**src/rtl/lg_pkg.sv**
```systemverilog
package lg_pkg;
    typedef enum logic {
        MODE_ACQ   = 1'b0,
        MODE_TRACK = 1'b1
    } lg_mode_e;
endpackage

```
**src/rtl/lg_line_counter.sv**
```systemverilog
module lg_line_counter #(
    parameter int CNT_W = 10
) (
    input  logic             clk,
    input  logic             rst_n,
    input  logic             hs_fall,
    output logic [CNT_W-1:0] pos
);
    localparam logic [CNT_W-1:0] POS_MAX = {CNT_W{1'b1}};

    typedef struct packed {
        logic [CNT_W-1:0] pos;
    } cnt_state_t;

    cnt_state_t s_d, s_q;

    always_comb begin
        s_d = s_q;
        if (hs_fall) begin
            s_d.pos = '0;
        end else if (s_q.pos != POS_MAX) begin
            s_d.pos = s_q.pos + 1'b1;
        end
    end

    always_ff @(posedge clk or negedge rst_n) begin
        if (!rst_n) s_q <= '0;
        else        s_q <= s_d;
    end

    assign pos = s_q.pos;

    // a line start restarts the count
    a_r1_restart: assert property (@(posedge clk) disable iff (!rst_n)
        hs_fall |=> (pos == '0));
    // the count advances by one inside a line
    a_r1_step: assert property (@(posedge clk) disable iff (!rst_n)
        (!hs_fall && pos != POS_MAX) |=> (pos == $past(pos) + 1'b1));
    // the count saturates at the top
    a_r2_saturate: assert property (@(posedge clk) disable iff (!rst_n)
        (!hs_fall && pos == POS_MAX) |=> (pos == POS_MAX));
endmodule

```
**src/rtl/lg_mode_ctrl.sv**
```systemverilog
module lg_mode_ctrl
    import lg_pkg::*;
(
    input  logic     clk,
    input  logic     rst_n,
    input  logic     hs_fall,
    input  logic     locked,
    input  logic     reacq,
    output lg_mode_e mode
);
    typedef struct packed {
        lg_mode_e mode;
    } mode_state_t;

    mode_state_t s_d, s_q;

    always_comb begin
        s_d = s_q;
        if (reacq) begin
            s_d.mode = MODE_ACQ;
        end else if (hs_fall) begin
            s_d.mode = locked ? MODE_TRACK : MODE_ACQ;
        end
    end

    always_ff @(posedge clk or negedge rst_n) begin
        if (!rst_n) s_q <= '{mode: MODE_ACQ};
        else        s_q <= s_d;
    end

    assign mode = s_q.mode;

    // a reload event forces acquisition next cycle
    a_r9_reacq: assert property (@(posedge clk) disable iff (!rst_n)
        reacq |=> (mode == MODE_ACQ));
    // lock seen at a line start enters tracking
    a_r7_enter: assert property (@(posedge clk) disable iff (!rst_n)
        (hs_fall && locked && !reacq) |=> (mode == MODE_TRACK));
    // lock absent at a line start returns to acquisition
    a_r8_leave: assert property (@(posedge clk) disable iff (!rst_n)
        (hs_fall && !locked) |=> (mode == MODE_ACQ));
    // no mode change inside a line
    a_r8_hold: assert property (@(posedge clk) disable iff (!rst_n)
        (!hs_fall && !reacq) |=> $stable(mode));
endmodule

```
**src/rtl/lg_window.sv**
```systemverilog
module lg_window #(
    parameter int CNT_W = 10
) (
    input  logic [CNT_W-1:0] pos,
    input  logic [CNT_W-1:0] win_start,
    input  logic [CNT_W-1:0] win_end,
    output logic             active
);
    logic wraps;
    logic past_start;
    logic before_end;

    always_comb begin
        wraps      = (win_start > win_end);
        past_start = (pos >= win_start);
        before_end = (pos < win_end);
        if (wraps) active = past_start | before_end;
        else       active = past_start & before_end;
    end

    // an empty window never opens
    always_comb begin
        if (win_start == win_end) begin
            a_r3_empty: assert (!active);
        end
    end
endmodule

```
**src/rtl/line_gate_gen.sv**
```systemverilog
module line_gate_gen
    import lg_pkg::*;
#(
    parameter int CNT_W = 10
) (
    input  logic             clk,
    input  logic             rst_n,
    input  logic             hs_fall,
    input  logic             locked,
    input  logic             reacq,
    input  logic [CNT_W-1:0] agc_start,
    input  logic [CNT_W-1:0] agc_end,
    input  logic [CNT_W-1:0] clamp_start,
    input  logic [CNT_W-1:0] clamp_end,
    output logic             agc_gate,
    output logic             clamp_gate
);
    localparam int N_GATE = 2;

    logic [CNT_W-1:0] pos;
    lg_mode_e         mode;
    logic [CNT_W-1:0] sel_start [N_GATE];
    logic [CNT_W-1:0] sel_end   [N_GATE];
    logic [N_GATE-1:0] gate;

    lg_line_counter #(.CNT_W(CNT_W)) u_cnt (
        .clk     (clk),
        .rst_n   (rst_n),
        .hs_fall (hs_fall),
        .pos     (pos)
    );

    lg_mode_ctrl u_mode (
        .clk     (clk),
        .rst_n   (rst_n),
        .hs_fall (hs_fall),
        .locked  (locked),
        .reacq   (reacq),
        .mode    (mode)
    );

    always_comb begin
        sel_start[0] = agc_start;
        sel_end[0]   = agc_end;
        if (mode == MODE_TRACK) begin
            sel_start[1] = clamp_start;
            sel_end[1]   = clamp_end;
        end else begin
            sel_start[1] = agc_start;
            sel_end[1]   = agc_end;
        end
    end

    for (genvar g = 0; g < N_GATE; g++) begin : g_win
        lg_window #(.CNT_W(CNT_W)) u_win (
            .pos       (pos),
            .win_start (sel_start[g]),
            .win_end   (sel_end[g]),
            .active    (gate[g])
        );
    end

    assign agc_gate   = gate[0];
    assign clamp_gate = gate[1];

    // during acquisition the two gates coincide
    a_r6_overlap: assert property (@(posedge clk) disable iff (!rst_n)
        (mode == MODE_ACQ) |-> (agc_gate == clamp_gate));
    // right after a reload event the gates coincide
    a_r9_overlap_next: assert property (@(posedge clk) disable iff (!rst_n)
        reacq |=> (agc_gate == clamp_gate));
endmodule

```
**config.mk**
```make
export PLATFORM = sky130hd
export DESIGN_NAME = line_gate_gen
export DESIGN_NICKNAME = d
export VERILOG_FILES = /design/src/rtl/lg_pkg.sv /design/src/rtl/lg_line_counter.sv /design/src/rtl/lg_mode_ctrl.sv /design/src/rtl/lg_window.sv /design/src/rtl/line_gate_gen.sv
export SDC_FILE = /design/constraint.sdc
export NUM_CORES = 1
export LEC_CHECK = 0
export CORE_MARGIN = 2
export CORE_UTILIZATION = 56
export DETAILED_ROUTE_END_ITERATION = 10
export PLACE_DENSITY_LB_ADDON = 0.15
export SLEW_MARGIN = 20
export SYNTH_ARGS = -nofsm -noshare
export SYNTH_HDL_FRONTEND = slang
export SYNTH_SLANG_ARGS = --single-unit
```
**constraint.sdc**
```tcl
create_clock -name clk -period 6.75 [get_ports clk]
set_clock_uncertainty 0.05 [all_clocks]
set_input_delay 1.0125 -clock clk [delete_from_list [all_inputs] [get_ports clk]]
set_output_delay 1.0125 -clock clk [all_outputs]
set_load 0.03 [all_outputs]
```
==> results.yml <==
yosys:
  yosysWarnings: 0
  synthTopCellsByArea: "ha_1 35%, dfrtp_1 13%, inv_1 5.9%, mux2i_1 5.2%, a21o_1 3.6%"
  synthCells: 255
  synth.cell_area_um2: 2098
  avgSynthCellArea_um2: 8.228
  synth_top_area_share_pct: 35.18
  synthFlopType: "dfrtp_1"
  syn_nets: 359
  synth_largest_area_cell: "ha_1"
  synthArstFlopShare_pct: 100.0
  yosysSeqAreaShare_pct: 13.12
  ys_types: 36
  synth.most_common_cell: "ha_1"
  synth_commonest_cells: "59 x ha_1, 33 x inv_1, 17 x nand2_1"
  ys_ff_latch: 11
  synth_edf_count: 0
floorplan:
  start_util_pct: 57.75
  fp.dieArea_um2: 4252
  core_area_um2: 3633
  die_w_um: 65.21
  placementRows: 22
  die_y_um: 65.21
  io_pins: 47
cts:
  clk_latency_ns: 0.24
  cts-root-buf: "clkbuf_8"
  cts.htree.levels: 1
  clock-sinks: 11
  cts_resized: 0
  cts_buffers: 3
  clk_pin_slew_ns: 0.05
  cts_tree: "built"
  cts_buffer_depth: 2
  ctsHoldBuffers: 0
  post-cts-setup-buffer-count: 0
setup_path:
  critPathSlowestCell: "clkdlybuf4s50_1"
  critPathLaunchType: "input port"
  max_stage_delay_ns: 0.66
  worstSetupPathType: "in2out"
  crit_top_cell: "clkdlybuf4s50_1"
  worstPathMaxFanout: 2
  cp-end-kind: "output port"
  cp.required_ns: 5.69
  critPathArrivalTime_ns: 3.68
  crit_chain: "clkdlybuf4s50_1 > mux2i_1 > ha_1 > o2111ai_1 > a21oi_2 > a2111oi_0 > o31a_1 > maj3_2 > clkdlybuf4s50_1"
grt:
  gr-usage-all-layers_pct: 25.32
  grt_pass1_wl_mm: 8.542
  grt_antenna_before_repair: 0
  grt_pass1_vias: 1959
  grt_overflow: 0
  grt_max_degree: 32
sta:
  fin_crit_ns: 4.747
  setup_viol: 0
  tightest_slew_ns: 0.5210
  hold_viol_final: 0
  holdWs_ns: 0.6532
  finalMaxSlewViolations: 0
  fmax_mhz: 210.7
  post-route-period-util_pct: 70.33
  slew_headroom_pct: 65.16
  rsz0062_at_grt: "false"
  setup_tns_ns: 0
worst_hold_path:
  holdCritPathClass: "reg2reg"
cells_and_area:
  drive_above_1_share_pct: 3.322
  nets: 406
  n_fill_cell: 304
  antenna_cells: 0
  area_growth_pct: 26.42
detailed_routing:
  drt_pass1_iterations: 4
  wl_per_cell_um: 14.56
  drt_wl_total_mm: 5.083
  drt.antenna.violating_nets: 0
  drt-vias-per-instance: 5.731
  drc: 0
  drt-initial-drc-count: 55
  via_count: 2000
pwr:
  ir_drop_mv: 0.1249
  p_per_area_nw_per_um2: 98.71
  leakagePower_nw: 1.385
place:
  portBuffers: 46
  gp_congestion: 0.8153
  place_hpwl_mm: 4.317
run:
  drv_cap: 0
status:
  outcome: "finished clean"
cell families (layout without fill, tap and decap cells):
kind of cell	after synthesis	count (layout)	synth area share (%)
xor+xnor	3	3	1.252
compound gates	62	62	20.10
buf+inv	39	85	7.036
mux	12	12	5.963
simple gates	67	67	16.34
fa+ha+maj	61	61	36.20
flops	11	11	13.12
final timing paths:
| check | startpoint | endpoint | slack (ns) | depth (start not counted) |
|---|---|---|---|---|
| setup reg to reg | u_cnt.pos[1] | u_cnt.pos[7] | 4.83 | 6 |
| setup / recovery | agc_end[1] | clamp_gate | 2.00 | 9 |
| hold / removal | u_cnt.pos[4] | u_cnt.pos[4] | 0.65 | 1 |
| hold reg to reg | u_cnt.pos[4] | u_cnt.pos[4] | 0.65 | 1 |
| max in group asynchronous | rst_n | u_cnt.pos[6] | 5.24 | 1 |
| min in group asynchronous | rst_n | u_cnt.pos[5] | 1.07 | 1 |
power breakdown:
| part | switching, W | internal (W) | total, W |
|---|---|---|---|
| combinational | 0.0000596 | 0.0000641 | 0.000124 |
| clock | 0.0000260 | 0.0000406 | 0.0000666 |
| sequential | 0.00000375 | 0.0000678 | 0.0000715 |
| total | 0.0000893 | 0.000173 | 0.000262 |
critical path: cells and delay by family:
kind	cells	cell delay, ns
AO/OA/AOI/OAI	4	0.87
multiplexers	1	0.24
adder cells (fa/ha/maj)	2	0.47
buffers and inverters	2	1.08
metrics by stage:
step	worst slack (ns)	std cells	util, %	power, W	area [um^2]
after floorplan	3.113	255	-	0.0001444	2098
after global placement	2.017	345	71.73	0.0001912	2606
after detailed placement	2.027	345	71.73	0.0001957	2606
after CTS	1.977	349	73.00	0.0002629	2653
after global routing	1.817	349	73.00	0.0002818	2653
final	2.003	349	73.00	0.0002618	2653
final cells by class:
cell class | instances | area, um^2 | area share [%]
tap | 48 | 60.06 | 2.264
sequential | 11 | 275.3 | 10.38
clock inverter | 1 | 5.005 | 0.1887
timing repair buffer | 47 | 467.9 | 17.64
multi-input combinational | 205 | 1675 | 63.16
clock buffer | 3 | 41.29 | 1.557
inverter | 34 | 127.6 | 4.811
state kept, by name, summed over array words and instances (netlist names):
name / cells
u_cnt.pos: 10
u_mode.mode: 1
layer usage:
layer,part of all wire (%),GRT usage [%],up-vias
met2,48,46.56,30
li1,-,-,1034
met3,2.3,1.027,5
met1,49,32.70,931
met5,0,0,-
met4,0.89,5.469,0
cell usage in the layout (no fill, tap or decap), types with 2 or more instances in the layout:
cell type        instances
a21oi_1                 14
and4_1                   3
nor3_1                   7
o211ai_1                 2
o21a_1                  10
nor3b_1                  2
nor2b_1                  4
a21o_1                  10
clkdlybuf4s50_1         46
nor2_1                  16
a31oi_1                  7
ha_1                    59
clkbuf_8                 3
mux2i_1                 11
inv_1                   33
dfrtp_1                 11
a211oi_1                 4
and3_1                   2
o41a_1                   2
o21ai_0                  7
nand3_1                  8
nand4_1                  6
nand2_1                 17
xnor2_1                  3
(Power assumes the default switching activity.)
